===== src/rtl/srg_pkg.sv =====
// Shared constants and types for the sample rate strobe generator.
// Assumes a 10-bit register address space and 16-bit rate codes.
package srg_pkg;

    localparam int DATA_W = 16;
    localparam int ADDR_W = 10;
    localparam int MULT_W = 4;
    localparam int INC_W  = DATA_W + MULT_W;
    localparam int N_CH   = 2;
    localparam int CH_MDM = 0;
    localparam int CH_HS  = 1;

    // Common denominator that turns 8/7 and 10/7 step sizes into integers
    localparam int RATE_DEN = 7;

    localparam logic [ADDR_W-1:0] A_MDM_RATE = 10'h206;
    localparam logic [ADDR_W-1:0] A_HS_RATE  = 10'h207;
    localparam logic [ADDR_W-1:0] A_RATE_CFG = 10'h20A;

    localparam logic [DATA_W-1:0] MDM_RATE_RST = 16'h1C20;
    localparam logic [DATA_W-1:0] HS_RATE_RST  = 16'h1F40;

    localparam int CFG_MODE_LSB = 0;
    localparam int CFG_MON_BIT  = 8;

    typedef enum logic [1:0] {
        LSB_1HZ   = 2'b00,
        LSB_8_7   = 2'b01,
        LSB_10_7  = 2'b10,
        LSB_RSVD  = 2'b11
    } lsb_mode_e;

    typedef struct packed {
        logic [DATA_W-1:0] mdm_code;
        logic [DATA_W-1:0] hs_code;
        lsb_mode_e         mode;
        logic              mon_hs;
    } rate_cfg_t;

    // Increment multiplier per code unit, in units of 1/RATE_DEN Hz
    function automatic logic [MULT_W-1:0] lsb_mult(input lsb_mode_e m);
        case (m)
            LSB_8_7:  return MULT_W'(8);
            LSB_10_7: return MULT_W'(10);
            default:  return MULT_W'(RATE_DEN);
        endcase
    endfunction

endpackage


===== src/rtl/srg_regs.sv =====
// Register file for the strobe generator: modem code, handset code and
// configuration (step size, monitor source). Assumes single-cycle
// synchronous writes and a combinational read port.
module srg_regs
    import srg_pkg::*;
(
    input  logic              clk,
    input  logic              rst_n,
    input  logic              bus_sel,
    input  logic              bus_wr,
    input  logic [ADDR_W-1:0] bus_addr,
    input  logic [DATA_W-1:0] bus_wdata,
    output logic [DATA_W-1:0] bus_rdata,
    output rate_cfg_t         cfg_o
);

    logic [DATA_W-1:0] mdm_q;
    logic [DATA_W-1:0] hs_q;
    lsb_mode_e         mode_q;
    logic              mon_q;
    logic              wr_en;
    logic              rd_en;

    // Decode access type
    always_comb begin
        wr_en = bus_sel && bus_wr;
        rd_en = bus_sel && !bus_wr;
    end

    // Capture writes to mapped registers; other addresses are ignored
    always_ff @(posedge clk) begin
        if (!rst_n) begin
            mdm_q  <= MDM_RATE_RST;
            hs_q   <= HS_RATE_RST;
            mode_q <= LSB_1HZ;
            mon_q  <= 1'b0;
        end else if (wr_en) begin
            case (bus_addr)
                A_MDM_RATE: mdm_q <= bus_wdata;
                A_HS_RATE:  hs_q  <= bus_wdata;
                A_RATE_CFG: begin
                    mode_q <= lsb_mode_e'(bus_wdata[CFG_MODE_LSB +: 2]);
                    mon_q  <= bus_wdata[CFG_MON_BIT];
                end
                default: ;
            endcase
        end
    end

    // Combinational read mux; zero when idle or unmapped
    always_comb begin
        bus_rdata = '0;
        if (rd_en) begin
            case (bus_addr)
                A_MDM_RATE: bus_rdata = mdm_q;
                A_HS_RATE:  bus_rdata = hs_q;
                A_RATE_CFG: begin
                    bus_rdata[CFG_MODE_LSB +: 2] = mode_q;
                    bus_rdata[CFG_MON_BIT]       = mon_q;
                end
                default: bus_rdata = '0;
            endcase
        end
    end

    // Pack the live configuration
    always_comb begin
        cfg_o.mdm_code = mdm_q;
        cfg_o.hs_code  = hs_q;
        cfg_o.mode     = mode_q;
        cfg_o.mon_hs   = mon_q;
    end

endmodule


===== src/rtl/srg_inc_calc.sv =====
// Turns rate codes into per-clock accumulator increments, scaled by
// RATE_DEN so that every step size is an integer multiple of the code.
// Assumes the reserved step size maps to 1 Hz steps.
module srg_inc_calc
    import srg_pkg::*;
(
    input  rate_cfg_t                    cfg_i,
    output logic [N_CH-1:0][INC_W-1:0]   inc_o
);

    // Scale each channel's code by its step multiplier
    always_comb begin
        inc_o[CH_MDM] = INC_W'(cfg_i.mdm_code) * INC_W'(lsb_mult(cfg_i.mode));
        inc_o[CH_HS]  = INC_W'(cfg_i.hs_code)  * INC_W'(RATE_DEN);
    end

endmodule


===== src/rtl/srg_phase_acc.sv =====
// Fractional phase accumulator: adds inc_i each clock, wraps modulo
// MODULUS and flags each wrap with a registered one-cycle strobe.
// Assumes inc_i < MODULUS so the sum fits in ACC_W+1 bits.
module srg_phase_acc #(
    parameter longint MODULUS = 118540800,
    parameter int     ACC_W   = 27,
    parameter int     INC_W   = 20
) (
    input  logic             clk,
    input  logic             rst_n,
    input  logic [INC_W-1:0] inc_i,
    output logic [ACC_W-1:0] acc_o,
    output logic             strobe_o
);

    localparam logic [ACC_W:0] MOD_V = (ACC_W+1)'(MODULUS);

    logic [ACC_W-1:0] acc_q;
    logic [ACC_W:0]   sum;
    logic             wrap;

    // Next phase and wrap detection
    always_comb begin
        sum  = {1'b0, acc_q} + (ACC_W+1)'(inc_i);
        wrap = (sum >= MOD_V);
    end

    // Update phase and strobe
    always_ff @(posedge clk) begin
        if (!rst_n) begin
            acc_q    <= '0;
            strobe_o <= 1'b0;
        end else begin
            acc_q    <= wrap ? ACC_W'(sum - MOD_V) : sum[ACC_W-1:0];
            strobe_o <= wrap;
        end
    end

    assign acc_o = acc_q;

endmodule


===== src/rtl/rate_strobe_gen.sv =====
// Top of the sample rate strobe generator: register file, increment
// scaling, one phase accumulator per channel and the monitor source mux.
// Assumes CLK_HZ is the master clock frequency in hertz and that every
// programmed rate lies below it.
module rate_strobe_gen
    import srg_pkg::*;
#(
    parameter int CLK_HZ = 16934400
) (
    input  logic              clk,
    input  logic              rst_n,
    input  logic              bus_sel,
    input  logic              bus_wr,
    input  logic [ADDR_W-1:0] bus_addr,
    input  logic [DATA_W-1:0] bus_wdata,
    output logic [DATA_W-1:0] bus_rdata,
    output logic              mdm_stb,
    output logic              hs_stb,
    output logic              mon_stb
);

    localparam longint MODULUS = longint'(CLK_HZ) * RATE_DEN;
    localparam int     ACC_W   = $clog2(MODULUS);

    rate_cfg_t                  cfg;
    logic [N_CH-1:0][INC_W-1:0] inc;
    logic [N_CH-1:0][ACC_W-1:0] acc;
    logic [N_CH-1:0]            stb;

    srg_regs u_regs (
        .clk       (clk),
        .rst_n     (rst_n),
        .bus_sel   (bus_sel),
        .bus_wr    (bus_wr),
        .bus_addr  (bus_addr),
        .bus_wdata (bus_wdata),
        .bus_rdata (bus_rdata),
        .cfg_o     (cfg)
    );

    srg_inc_calc u_inc (
        .cfg_i (cfg),
        .inc_o (inc)
    );

    for (genvar ch = 0; ch < N_CH; ch++) begin : g_ch
        srg_phase_acc #(
            .MODULUS (MODULUS),
            .ACC_W   (ACC_W),
            .INC_W   (INC_W)
        ) u_acc (
            .clk      (clk),
            .rst_n    (rst_n),
            .inc_i    (inc[ch]),
            .acc_o    (acc[ch]),
            .strobe_o (stb[ch])
        );
    end

    // Route channel strobes and pick the monitor source
    always_comb begin
        mdm_stb = stb[CH_MDM];
        hs_stb  = stb[CH_HS];
        mon_stb = cfg.mon_hs ? stb[CH_HS] : stb[CH_MDM];
    end

endmodule


===== config.mk =====
export PLATFORM = sky130hd
export DESIGN_NAME = rate_strobe_gen
export DESIGN_NICKNAME = d
export VERILOG_FILES = /design/src/rtl/srg_pkg.sv /design/src/rtl/srg_regs.sv /design/src/rtl/srg_inc_calc.sv /design/src/rtl/srg_phase_acc.sv /design/src/rtl/rate_strobe_gen.sv
export SDC_FILE = /design/constraint.sdc
export NUM_CORES = 1
export LEC_CHECK = 0
export BUFFER_PORTS_ARGS = -buffer_cell sky130_fd_sc_hd__buf_4
export CAP_MARGIN = 10
export CORE_MARGIN = 2
export CORE_UTILIZATION = 55
export DETAILED_ROUTE_END_ITERATION = 10
export GPL_TIMING_DRIVEN = 0
export PLACE_DENSITY = 0.79
export SKIP_LAST_GASP = 1
export SLEW_MARGIN = 20
export SYNTH_ARGS = -nofsm -noshare
export SYNTH_HDL_FRONTEND = slang
export SYNTH_SLANG_ARGS = --single-unit

===== constraint.sdc =====
create_clock -name clk -period 12.15 [get_ports clk]
set_input_delay 0.6075 -clock clk [delete_from_list [all_inputs] [get_ports clk]]
set_output_delay 0.6075 -clock clk [all_outputs]
set_load 0.005 [all_outputs]

==> impl_metrics.csv <==
group,metric,value,unit
critical_path,start_kind,"flop",
sta,finalSetupViolCount,0,
floorplan,row_count,45,
floorplan,die-area,16500,um^2
pwr,p_leak,4.19,nW
cells_and_area,antenna_cells,0,
hold_path,hp-start,"u_regs.mdm_q[8]",
critical_path,critPathSlowestCell,"nor4_1",
critical_path,worstPathCellList,"inv_1 > ha_1 > clkbuf_1 > mux2_2 > ha_1 > inv_1 > fa_1 > fa_1 > inv_1 > ha_1 > o21ai_0 > nor4_1 > nor4_1 > o21ai_0 > xor2_1 > o211ai_1 > a31oi_1 > o21bai_2 > buf_2 > nor3b_1 > xnor2_1 > nor2_1",
logic_synthesis,synthCells,1019,
critical_path,worstRegToRegCells,22,
critical_path,r2r_start,"u_regs.mode_q[1]",
routing,drt-initial-drc-count,511,
critical_path,critPathRequiredTime,12.37,ns
logic_synthesis,yosysSeqAreaShare,0.214,
hold_path,min_to,"u_regs.mdm_q[8]",
logic_synthesis,synth_nets,1180,
pwr,switchingPower,0.429,mW
outcome,status,"complete, no violations",
clock_tree,cts_root_buf,"clkbuf_16",
routing,routed-via-count,7261,
hold_path,hp-class,"reg -> reg",
cells_and_area,nNetsFinal,1239,
clock_tree,cts.repair.resized,0,
clock_tree,clkTransAtPathRegs,0.07,ns
grt,grt_remaining_overflow,0,
critical_path,r2r_slack,5.19,ns
logic_synthesis,syn_area,8510,um^2
routing,drc_errors,0,
sta,finClkSkew,0.0104,ns
clock_tree,cts_tree,"done",
critical_path,r2r_end,"g_ch[0].u_acc.acc_o[17]",
placement,post-dp-hpwl,15500,um
pwr,p_int,0.703,mW
grt,grt_usage,0.248,
run,cap_violations,0,
pwr,power_density,120,nW/um^2
routing,viasPerCell,5.71,
sta,max_freq,0.144,GHz
logic_synthesis,yosysWarnings,0,
routing,ant_nets,0,
clock_tree,post-cts-setup-buffers,0,
clock_tree,hold_buffers,0,
hold_path,holdPathStages,2,
pwr,combPwrFrac,0.430,
logic_synthesis,syn_area_per_cell,8.36,um^2
pwr,p_sw_frac,0.379,
floorplan,dieHeight,128,um
floorplan,ios,49,
critical_path,critPathArrivalTime,7.18,ns
sta,finalSetupTns,0,ns
floorplan,core,15100,um^2
sta,finalCriticalPeriod,6.96,ns
placement,io_buffers,48,
clock_tree,cts_made_buffers,9,
pwr,power_frac_clock,0.273,
clock_tree,clk_latency,0.35,ns
logic_synthesis,synth-seq-cells,91,
sta,tightest_slew,1.05,ns
critical_path,slowest_delay,0.90,ns
placement,place_worst_setup_slack,5.42,ns
sta,relSlewSlack,0.291,
logic_synthesis,asyncSetResetFlopFracSynth,0,
sta,fin_ws,5.19,ns
cells_and_area,area_growth,10.8,%
pwr,ir_worst_vdd,0.0000711,V
sta,fin_crit_sh,0.573,
critical_path,crit_path_end_kind,"flop",
logic_synthesis,synth.area.top_cells,"dfxtp_1 21%, fa_1 14%, ha_1 10%",
placement,gp_congestion,0.892,
sta,rsz0062_at_grt,"no",
floorplan,die_w,128,um
critical_path,worstSetupPathType,"reg -> reg",
logic_synthesis,yosys.area.top_type_share,0.214,
clock_tree,clock-sinks,91,
cells_and_area,drive_gt1_frac,0.102,
floorplan,initial_core_util,0.562,
grt,grt_max_degree,17,
critical_path,critPathMaxFanout,10,
grt,grt_pass1_wl,32800,um
routing,drt_first_pass_iters,5,
grt,antenna_found_initial,0,
sta,finalHoldViolations,0,
logic_synthesis,synth-main-ff-cell,"dfxtp_1",
routing,wirelength,19800,um
pwr,seq_power_share,0.298,
cells_and_area,final_cell_mix,"108 x nand2_1, 97 x inv_1, 93 x nor2_1",
clock_tree,htree_levels,3,
logic_synthesis,synth_top_cell_by_area,"dfxtp_1",
routing,wl_per_cell,15.5,um
logic_synthesis,synth_cell_type_count,78,
logic_synthesis,synth-edff-count,0,
sta,drv_slew,0,
grt,grt_pass1_vias,6965,
clock_tree,clockBufferDepth,2,
cells_and_area,final_common_cell,"nand2_1",
cells_and_area,final_util,0.623,
through the flow:
step | total power, mW | std cells | hold WS, ns | instance area (um^2)
CTS | 1.13 | 1271 | 0.479 | 9440
global route | 1.20 | 1271 | 0.511 | 9440
detailed placement | 0.820 | 1255 | 0.467 | 9110
global placement | 0.810 | 1255 | 0.463 | 9110
floorplan | 0.724 | 1019 | 0.450 | 8510
finish | 1.13 | 1271 | 0.481 | 9440
per-layer routing:
metal,track usage,vias to the layer above,wire (um),part of all wire
met5,0,-,0,0
met1,0.329,3438,8910,0.45
met4,0.0659,0,376,0.019
li1,-,3597,-,-
met2,0.416,199,9220,0.47
met3,0.0495,27,1260,0.064
critical path: cells and delay by family (launching register included):
family	cells	cell delay [ns]
AO/OA/AOI/OAI	5	1.43
multiplexers	1	0.40
buffers and inverters	5	0.83
flip-flops	1	0.35
adder cells (fa/ha/maj)	5	2.01
XOR/XNOR	2	0.46
AND/OR/NAND/NOR	4	1.35
cell usage after synthesis, types with 14 or more instances:
| cell type | n |
|---|---|
| nand2_1 | 108 |
| o211ai_1 | 14 |
| a21oi_1 | 62 |
| clkbuf_1 | 33 |
| a21o_1 | 14 |
| ha_1 | 70 |
| inv_1 | 97 |
| xnor2_1 | 33 |
| and2_1 | 27 |
| nor3_1 | 19 |
| nand3_1 | 33 |
| xor2_1 | 28 |
| mux2i_1 | 19 |
| nor2_1 | 93 |
| dfxtp_1 | 91 |
| fa_1 | 61 |
| o21ai_0 | 34 |
cell families after synthesis:
group	share of synthesized area
compound gates	0.171
other cells	0.000440
mux	0.0382
flops	0.214
simple gates	0.197
xor+xnor	0.0627
buf+inv	0.0708
fa+ha+maj	0.246
worst max path at each step:
stage,from,to,depth (start not counted)
2_1_floorplan,u_regs.mode_q[1],g_ch[0].u_acc.acc_o[17],22
3_3_place_gp,u_regs.mode_q[1],g_ch[0].u_acc.acc_o[17],22
3_5_place_dp,u_regs.mode_q[1],g_ch[0].u_acc.acc_o[13],22
4_1_cts,u_regs.mode_q[1],g_ch[0].u_acc.acc_o[13],22
5_1_grt,u_regs.mode_q[1],g_ch[0].u_acc.acc_o[17],22
6_report,u_regs.mode_q[1],g_ch[0].u_acc.acc_o[17],22
state kept, by name, summed over array words and instances (netlist names):
register,flops
g_ch.u_acc.acc_o,54
g_ch.u_acc.strobe_o,2
u_regs.hs_q,16
u_regs.mdm_q,16
u_regs.mode_q,2
u_regs.mon_q,1
power by group through the flow:
| stage | logic [mW] | clock network (mW) | registers [mW] |
|---|---|---|---|
| 2_1_floorplan | 0.382 | 0 | 0.342 |
| 3_3_place_gp | 0.468 | 0 | 0.343 |
| 3_5_place_dp | 0.476 | 0 | 0.344 |
| 4_1_cts | 0.481 | 0.313 | 0.337 |
| 5_1_grt | 0.538 | 0.326 | 0.340 |
| 6_report | 0.487 | 0.308 | 0.337 |
final cells by class:
class,instances,area [um^2]
inverters,97,364
clock inverters,7,100
plain buffers,46,239
repair buffers,48,360
multi-input cells,785,6090
clock buffers,9,225
flip-flops and latches,91,1820
well taps,188,235
fillers,1336,5710
Note: power is estimated with default switching activity, not from simulation.
